`config.mk`:
```
export PLATFORM = sky130hd
export DESIGN_NAME = i2c_reg_slave
export DESIGN_NICKNAME = d
export VERILOG_FILES = /design/src/rtl/i2c_regslv_pkg.sv /design/src/rtl/i2c_line_sampler.sv /design/src/rtl/i2c_stuck_timer.sv /design/src/rtl/i2c_reg_slave.sv
export SDC_FILE = /design/constraint.sdc
export NUM_CORES = 1
export LEC_CHECK = 0
export BUFFER_PORTS_ARGS = -buffer_cell sky130_fd_sc_hd__buf_2
export CORE_MARGIN = 2
export CORE_UTILIZATION = 59
export CTS_BUF_LIST = sky130_fd_sc_hd__clkbuf_16
export CTS_CLUSTER_SIZE = 24
export DETAILED_ROUTE_END_ITERATION = 10
export PLACE_DENSITY = 0.84
export REMOVE_ABC_BUFFERS = 1
export SYNTH_ARGS = -nofsm -noshare
export SYNTH_HDL_FRONTEND = slang
export SYNTH_SLANG_ARGS = --single-unit
```
`constraint.sdc`:
```
create_clock -name clk -period 2.3 [get_ports clk]
set_input_delay 0.23 -clock clk [delete_from_list [all_inputs] [get_ports clk]]
set_output_delay 0.23 -clock clk [all_outputs]
set_load 0.03 [all_outputs]
```
`src/rtl/i2c_regslv_pkg.sv`:
```
package i2c_regslv_pkg;

    typedef enum logic [3:0] {
        ST_IDLE,
        ST_ADDR,
        ST_PTR,
        ST_WDAT,
        ST_RDAT,
        ST_MACK,
        ST_ACK_WAIT,
        ST_ACK_DRV,
        ST_SKIP
    } eng_state_e;

    typedef struct packed {
        eng_state_e st;
        eng_state_e after;
        logic [7:0] shreg;
        logic [3:0] cnt;
        logic [7:0] ptr;
        logic       oe;
        logic       load;
    } eng_regs_t;

endpackage

```
`src/rtl/i2c_line_sampler.sv`:
```
module i2c_line_sampler #(
    parameter int SYNC_STAGES = 2
) (
    input  logic clk,
    input  logic rst_n,
    input  logic scl_i,
    input  logic sda_i,
    output logic scl_o,
    output logic sda_o,
    output logic scl_rise_o,
    output logic scl_fall_o,
    output logic start_o,
    output logic stop_o
);
    localparam int LAST = SYNC_STAGES - 1;

    logic [LAST:0] scl_sync_d, scl_sync_q;
    logic [LAST:0] sda_sync_d, sda_sync_q;
    logic          scl_prev_d, scl_prev_q;
    logic          sda_prev_d, sda_prev_q;

    always_comb begin
        scl_sync_d = {scl_sync_q[LAST-1:0], scl_i};
        sda_sync_d = {sda_sync_q[LAST-1:0], sda_i};
        scl_prev_d = scl_sync_q[LAST];
        sda_prev_d = sda_sync_q[LAST];
    end

    always_ff @(posedge clk) begin
        if (!rst_n) begin
            scl_sync_q <= '1;
            sda_sync_q <= '1;
            scl_prev_q <= 1'b1;
            sda_prev_q <= 1'b1;
        end else begin
            scl_sync_q <= scl_sync_d;
            sda_sync_q <= sda_sync_d;
            scl_prev_q <= scl_prev_d;
            sda_prev_q <= sda_prev_d;
        end
    end

    assign scl_o      = scl_sync_q[LAST];
    assign sda_o      = sda_sync_q[LAST];
    assign scl_rise_o = scl_o & ~scl_prev_q;
    assign scl_fall_o = ~scl_o & scl_prev_q;
    assign start_o    = scl_o & scl_prev_q & sda_prev_q & ~sda_o;
    assign stop_o     = scl_o & scl_prev_q & ~sda_prev_q & sda_o;

endmodule

```
`src/rtl/i2c_stuck_timer.sv`:
```
module i2c_stuck_timer #(
    parameter int LIMIT = 1250000
) (
    input  logic clk,
    input  logic rst_n,
    input  logic sda_i,
    output logic hit_o
);
    localparam int CW = $clog2(LIMIT + 1);
    localparam logic [CW-1:0] LIM   = CW'(LIMIT);
    localparam logic [CW-1:0] LIM_1 = CW'(LIMIT - 1);

    logic [CW-1:0] cnt_d, cnt_q;

    always_comb begin
        if (sda_i)            cnt_d = '0;
        else if (cnt_q == LIM) cnt_d = cnt_q;
        else                  cnt_d = cnt_q + 1'b1;
    end

    always_ff @(posedge clk) begin
        if (!rst_n) cnt_q <= '0;
        else        cnt_q <= cnt_d;
    end

    assign hit_o = ~sda_i & (cnt_q == LIM_1);

endmodule

```
`src/rtl/i2c_reg_slave.sv`:
```
module i2c_reg_slave
    import i2c_regslv_pkg::*;
#(
    parameter logic [5:0] DEV_PREFIX     = 6'b111000,
    parameter int         SYNC_STAGES    = 2,
    parameter int         TIMEOUT_CYCLES = 1250000
) (
    input  logic       clk,
    input  logic       rst_n,
    input  logic       scl_i,
    input  logic       sda_i,
    input  logic       addr_lsb_i,
    output logic       sda_oe_o,
    output logic       wr_en_o,
    output logic [7:0] wr_addr_o,
    output logic [7:0] wr_data_o,
    output logic       rd_en_o,
    output logic [7:0] rd_addr_o,
    input  logic [7:0] rd_data_i
);
    localparam logic [3:0] LAST_BIT = 4'd7;
    localparam logic [3:0] BYTE_LEN = 4'd8;
    localparam eng_regs_t  RST_VAL  = '{st: ST_IDLE, after: ST_IDLE, shreg: 8'h00,
                                        cnt: 4'd0, ptr: 8'h00, oe: 1'b0, load: 1'b0};

    logic scl_s, sda_s, scl_rise, scl_fall, start_det, stop_det, to_hit;
    logic [7:0] byte_in;
    eng_regs_t r_d, r_q;

    i2c_line_sampler #(.SYNC_STAGES(SYNC_STAGES)) sampler_i (
        .clk(clk), .rst_n(rst_n), .scl_i(scl_i), .sda_i(sda_i),
        .scl_o(scl_s), .sda_o(sda_s), .scl_rise_o(scl_rise), .scl_fall_o(scl_fall),
        .start_o(start_det), .stop_o(stop_det)
    );

    i2c_stuck_timer #(.LIMIT(TIMEOUT_CYCLES)) timer_i (
        .clk(clk), .rst_n(rst_n), .sda_i(sda_s), .hit_o(to_hit)
    );

    assign byte_in   = {r_q.shreg[6:0], sda_s};
    assign wr_addr_o = r_q.ptr;
    assign rd_addr_o = r_q.ptr;
    assign wr_data_o = byte_in;
    assign sda_oe_o  = r_q.oe;

    always_comb begin
        r_d      = r_q;
        r_d.load = 1'b0;
        wr_en_o  = 1'b0;
        rd_en_o  = 1'b0;
        if (r_q.load) r_d.shreg = rd_data_i;

        if (to_hit) begin
            r_d.st = ST_IDLE;
            r_d.oe = 1'b0;
        end else if (stop_det) begin
            r_d.st = ST_IDLE;
            r_d.oe = 1'b0;
        end else if (start_det) begin
            r_d.st  = ST_ADDR;
            r_d.cnt = 4'd0;
            r_d.oe  = 1'b0;
        end else begin
            unique case (r_q.st)
                ST_ADDR, ST_PTR, ST_WDAT: begin
                    if (scl_rise) begin
                        r_d.shreg = byte_in;
                        r_d.cnt   = r_q.cnt + 4'd1;
                        if (r_q.cnt == LAST_BIT) begin
                            r_d.cnt = 4'd0;
                            r_d.st  = ST_ACK_WAIT;
                            if (r_q.st == ST_ADDR) begin
                                if (byte_in[7:1] != {DEV_PREFIX, addr_lsb_i}) begin
                                    r_d.st = ST_SKIP;
                                end else if (byte_in[0]) begin
                                    rd_en_o   = 1'b1;
                                    r_d.load  = 1'b1;
                                    r_d.ptr   = r_q.ptr + 8'd1;
                                    r_d.after = ST_RDAT;
                                end else begin
                                    r_d.after = ST_PTR;
                                end
                            end else if (r_q.st == ST_PTR) begin
                                r_d.ptr   = byte_in;
                                r_d.after = ST_WDAT;
                            end else begin
                                wr_en_o   = 1'b1;
                                r_d.ptr   = r_q.ptr + 8'd1;
                                r_d.after = ST_WDAT;
                            end
                        end
                    end
                end
                ST_ACK_WAIT: begin
                    if (scl_fall) begin
                        r_d.oe = 1'b1;
                        r_d.st = ST_ACK_DRV;
                    end
                end
                ST_ACK_DRV: begin
                    if (scl_fall) begin
                        if (r_q.after == ST_RDAT) begin
                            r_d.oe    = ~r_q.shreg[7];
                            r_d.shreg = {r_q.shreg[6:0], 1'b0};
                            r_d.cnt   = 4'd1;
                        end else begin
                            r_d.oe  = 1'b0;
                            r_d.cnt = 4'd0;
                        end
                        r_d.st = r_q.after;
                    end
                end
                ST_RDAT: begin
                    if (scl_fall) begin
                        if (r_q.cnt == BYTE_LEN) begin
                            r_d.oe  = 1'b0;
                            r_d.cnt = 4'd0;
                            r_d.st  = ST_MACK;
                        end else begin
                            r_d.oe    = ~r_q.shreg[7];
                            r_d.shreg = {r_q.shreg[6:0], 1'b0};
                            r_d.cnt   = r_q.cnt + 4'd1;
                        end
                    end
                end
                ST_MACK: begin
                    if (scl_rise) begin
                        if (!sda_s) begin
                            rd_en_o   = 1'b1;
                            r_d.load  = 1'b1;
                            r_d.ptr   = r_q.ptr + 8'd1;
                            r_d.after = ST_RDAT;
                            r_d.st    = ST_ACK_DRV;
                        end else begin
                            r_d.st = ST_SKIP;
                        end
                    end
                end
                default: ;
            endcase
        end
    end

    always_ff @(posedge clk) begin
        if (!rst_n) r_q <= RST_VAL;
        else        r_q <= r_d;
    end


    wr_pulse_chk: assert property (@(posedge clk) disable iff (!rst_n)
        wr_en_o |=> !wr_en_o);

    strobe_excl_chk: assert property (@(posedge clk) disable iff (!rst_n)
        !(wr_en_o && rd_en_o));

    mack_release_chk: assert property (@(posedge clk) disable iff (!rst_n)
        (r_q.st == ST_MACK) |-> !sda_oe_o);

    skip_quiet_chk: assert property (@(posedge clk) disable iff (!rst_n)
        (r_q.st == ST_SKIP) |-> (!sda_oe_o && !wr_en_o && !rd_en_o));

    stop_release_chk: assert property (@(posedge clk) disable iff (!rst_n)
        (stop_det && !to_hit) |=> (!sda_oe_o && r_q.st == ST_IDLE));

    timeout_chk: assert property (@(posedge clk) disable iff (!rst_n)
        to_hit |=> (!sda_oe_o && r_q.st == ST_IDLE));

    oe_low_scl_chk: assert property (@(posedge clk) disable iff (!rst_n)
        !$stable(sda_oe_o) |-> (!scl_s || $past(stop_det) || $past(start_det) || $past(to_hit)));

endmodule

```
# == Word level (Yosys, flattened, before mapping) ==
# Index checks and enable logic that the tools add are counted.
# totals
regBits,57
# op_classes
muxes,63
bitwise_logic,17
addsub,3
eq_ne,30
n_reduce_logical,15
# op_table
cell,n
$mux 8,13
$mux 4,12
$eq 21x21->1 const B,2
$mux 20,2
$mux 12,3
$pmux 12 s3,1
$mux 28,1
$mux 1,25
$eq 4x3->1 const B,6
$add 21x1->21 const B,1
$pmux 4 s5,1
$pmux 8 s2,1
$reduce_and 8->1,2
$ne 3x1->1 const B,5
$ne 2x1->1 const B,5
$reduce_and 10->1,1
$ne 3x2->1 const B,3
$not 1->1,9
$reduce_and 9->1,1
$add 8x1->8 const B,1
$and 1x1->1,8
$eq 4x2->1 const B,2
$pmux 4 s2,1
$ne 7x7->1,1
18 further kinds,21

# == Longest topological paths before layout ==
# logic_depth
ltp_word,10
ltp_mapped,8
depth_no_buf,7

# == By module ==
# From an unflattened synthesis, not the netlist that was laid out.
# unflattened
hier_cells,403
area_unflattened_um2,3408.3
# modules_own_cells
module,area_per_inst_um2,cells_per_inst,instances
i2c_reg_slave,2172.1,265,1
i2c_stuck_timer,1046.0,122,1
i2c_line_sampler,190.2,16,1

# == Least setup slack after synthesis ==
# Ideal clock, no wire load.
# synth_timing
kind,reg-to-reg
start,reg r_q[11] (netlist name)
end,reg r_q (netlist bit rd_addr_o[2])
n_path_buf,1
synth_period_minus_slack_ps,1955
path_slack_ps,345
setup_time_ps,119
path_stages_with_launch,8
arrival_time_ps,1837
path_cell_list,dfxtp_1 -> ha_1 -> nand3b_1 -> nor2_2 -> o32ai_2 -> or3_1 -> buf_6 -> o221a_1
# synth_between
elab_chain_cells,3
# synth_rtl
element,line,rtl
from (decl),i2c_reg_slave.sv:28,"eng_regs_t r_d, r_q;"
from (signal assigned),i2c_reg_slave.sv:146,else r_q <= r_d;
$eq 4x3->1,i2c_reg_slave.sv:69,if (r_q.cnt == LAST_BIT) begin
$ne 2x2->1 (no source line),n/a,
$reduce_and 10->1 (no source line),n/a,
# No other way between the ends.
# A chain may end at the register's enable or synchronous reset.

# == Worst setup path in the final report ==
# layout_timing
start,reg timer_i.cnt_q[0]
end,out rd_en_o
# layout_between
elab_chain_cells,3
# layout_rtl
element,line,rtl
from (decl),i2c_stuck_timer.sv:13,"logic [CW-1:0] cnt_d, cnt_q;"
from (signal assigned),i2c_stuck_timer.sv:23,else cnt_q <= cnt_d;
$eq 21x21->1,i2c_stuck_timer.sv:26,assign hit_o = ~sda_i & (cnt_q == LIM_1);
$and 1x1->1,i2c_stuck_timer.sv:26,
$mux 1,i2c_reg_slave.sv:53,if (to_hit) begin
to (decl),i2c_reg_slave.sv:17,"output logic rd_en_o,"
# No other way between the ends.

==> flow_summary.toml <==
[die]
start_util = 0.617
die_h_um = 80.3
dieArea_um2 = 6450
dieWidth_um = 80.3
rows = 27
core_area_um2 = 5570
io_pins = 40

[logic_synthesis]
synth_top_cell_by_area = "dfxtp_1"
synth_ff_type = "dfxtp_1"
synthDistinctLibCells = 70
synth_top_area_share = 0.326
avgSynthCellArea_um2 = 8.72
synth_edf_count = 0
netlist_area_um2 = 3440
netlist_top_cells_area = "dfxtp_1 (33%), buf_4 (5.7%), mux2i_1 (4.4%)"
synth_warnings = 0
ys_seq_area_frac = 0.326
yosys_register_bits = 56
async_reset_ff_frac = 0
post_synth_inst_count = 394

[clock_network]
h-tree-depth = 2
cts_buffer_depth = 2
path_clk_slew_ns = 0.07
holdBufCountCts = 0
cts.sinks = 56
cts_buffers = 5
clock_latency_ns = 0.30
cts_tree = "built"
clockRootBuffer = "clkbuf_16"

[hold_path]
hp-class = "in2reg"

[detailed_routing]
route.met2.wl_um = 4270
vias_per_cell = 6.44
wl_um = 8980
dr_wl_met3_um = 718
first_iter_violations = 533
drc = 0
ant_nets = 0
top_layer_used = "met4"
drtPass1Iterations = 4
m1WireLength_um = 3740
vias = 3239
wl_per_cell_um = 17.8

[cells_and_area]
final_cells = 503
mostFrequentLayoutCell = "dfxtp_1"
antenna_cells = 0
final_cell_mix = "dfxtp_1 (54), buf_2 (38), nor2_1 (36), buf_4 (36), nand2_1 (35)"
fin_nets = 448
drive_above_1_share = 0.269
syn2layout_area_growth_pct = 13.2

[sta]
skew_ns = 0.00993
hold_violations = 0
period_minus_slack_ns = 2.25
setup_viol = 0
slew_viol_final = 0
tightest_slew_ns = 0.684
timing.fmax_mhz = 445
layout_setup_ws_ns = 0.0508
tns_ns = 0
fin_crit_sh = 0.978
max_slew_margin = 0.543

[setup_path]
crit_type = "reg2out"
worstPathArrival_ns = 2.02
crit_fanout = 4
cp-end-kind = "primary output"
critPathLaunchType = "flop"
cp.required_ns = 2.07
r2r_slack_ns = 0.14

[placement]
dp_hpwl_um = 6140
dp_cells = 493
place.gp.congestion = 1.07
dpl_worst_slack_ns = 0.0620
port_buffers = 39

[power]
p_sw_frac = 0.252
power_leakage_nw = 1.51
p_int_mw = 1.59
combPwrFrac = 0.115
p_clk_frac = 0.417
ir_drop_uv = 399
powerDensity_nw_per_um2 = 548
seqPwrFrac = 0.468
power_switching_uw = 536

[run]
max-cap-violations = 0

[grt]
grt_overflow = 0
grt_max_degree = 33
grt_pass1_wl_um = 14400
grt_antenna_before_repair = 0
grt_pass1_vias = 2985
track_usage = 0.284

[outcome]
status = "finished clean"
## cell families after synthesis
family / count (synthesis) / share of synthesized area
adder cells (fa/ha/maj): 5 / 0.0182
XOR/XNOR: 20 / 0.0510
AND/OR/NAND/NOR: 165 / 0.266
flip-flops: 56 / 0.326
buffers and inverters: 53 / 0.101
AO/OA/AOI/OAI: 73 / 0.171
multiplexers: 22 / 0.0666
## per-layer routing
metal / up-vias / track usage
li1: 1493 / -
met1: 1538 / 0.364
met2: 186 / 0.466
met3: 22 / 0.0573
met4: 0 / 0.115
met5: - / 0
## power by group through the flow
stage               sequential (mW)  combinational, mW  clock [mW]
finish                        0.996              0.246       0.888
floorplan                      1.03              0.118           0
global route                  0.998              0.262       0.948
CTS                           0.996              0.235       0.899
detailed placement             1.02              0.228           0
global placement               1.02              0.223           0
## worst paths after layout
| check | from | to | depth (start not counted) |
|---|---|---|---|
| max | timer_i.cnt_q[0]$_SDFFE_PP0P_ | rd_en_o | 7 |
| min | sda_i | sampler_i.sda_sync_q[0]$_SDFF_PN1_ | 2 |
| max reg2reg | timer_i.cnt_q[0]$_SDFFE_PP0P_ | r_q[12]$_SDFFE_PN0P_ | 7 |
| min reg2reg | sampler_i.sda_sync_q[0]$_SDFF_PN1_ | sampler_i.sda_sync_q[1]$_SDFF_PN1_ | 1 |
## sequential cells by signal, summed over array words and instances, names as in the netlist
name and flops:
r_q 13, wr_data_o 7, sampler_i.sda_prev_q 1, sda_oe_o 1
sampler_i.sda_sync_q 2, timer_i.cnt_q 21, sampler_i.scl_prev_q 1, rd_addr_o 8
sampler_i.scl_sync_q 2
## repair_timing
| item | in CTS | in global routing |
|---|---|---|
| cloned | 0 | 0 |
| setup buffers | 0 | 2 |
| pin swaps | 0 | 2 |
| gates resized for setup | 4 | 10 |
| setup endpoints to repair | 3 | 11 |
## critical path: stages (launching register included)
cell and delay [ns]:
dfxtp_2 0.36, ha_4 0.16, nand3_2 0.10, or3_4 0.42, buf_4 0.16, o211ai_1 0.24, nor2_2 0.09, buf_4 0.18
## final cells by class
cell class                 count  area (µm²)
clock buffer                   5         125
inverter                       8        30.0
fill                         413        1680
clock inverter                 3        46.3
timing repair buffer          74         460
tap                           72        90.1
sequential                    56        1130
multi-input combinational    285        2010
## cell usage after synthesis (all sizes together), types with 2 or more instances
| cell type | count |
|---|---|
| nor2b | 5 |
| inv | 7 |
| o2bb2ai | 2 |
| a211oi | 4 |
| nand3 | 16 |
| o32ai | 6 |
| xnor2 | 6 |
| or3 | 4 |
| and3 | 5 |
| nor3b | 4 |
| o21ai | 17 |
| and4b | 3 |
| nand2 | 36 |
| o221a | 6 |
| nor2 | 38 |
| a31oi | 4 |
| mux2i | 15 |
| mux2 | 7 |
| and2 | 2 |
| clkbuf | 8 |
| nand3b | 4 |
| nor3 | 6 |
| nand4 | 7 |
| and2b | 2 |
| a221oi | 3 |
| nand2b | 9 |
| o211ai | 3 |
| nor4b | 2 |
| nor4 | 11 |
| o21a | 5 |
| and4 | 2 |
| xor2 | 14 |
| nand4b | 2 |
| nor4bb | 2 |
| a21oi | 7 |
| buf | 36 |
| ha | 5 |
| dfxtp | 56 |
| a32oi | 6 |
## metrics by stage
step	util	power [mW]	area, µm²	hold slack, ns
after floorplan	-	1.15	3120	0.303
after global placement	0.655	1.24	3650	0.390
after detailed placement	0.655	1.25	3650	0.395
after CTS	0.688	2.13	3840	0.113
after global routing	0.698	2.21	3890	0.121
final	0.698	2.13	3890	0.115
Note: power is estimated with default switching activity, not from simulation.
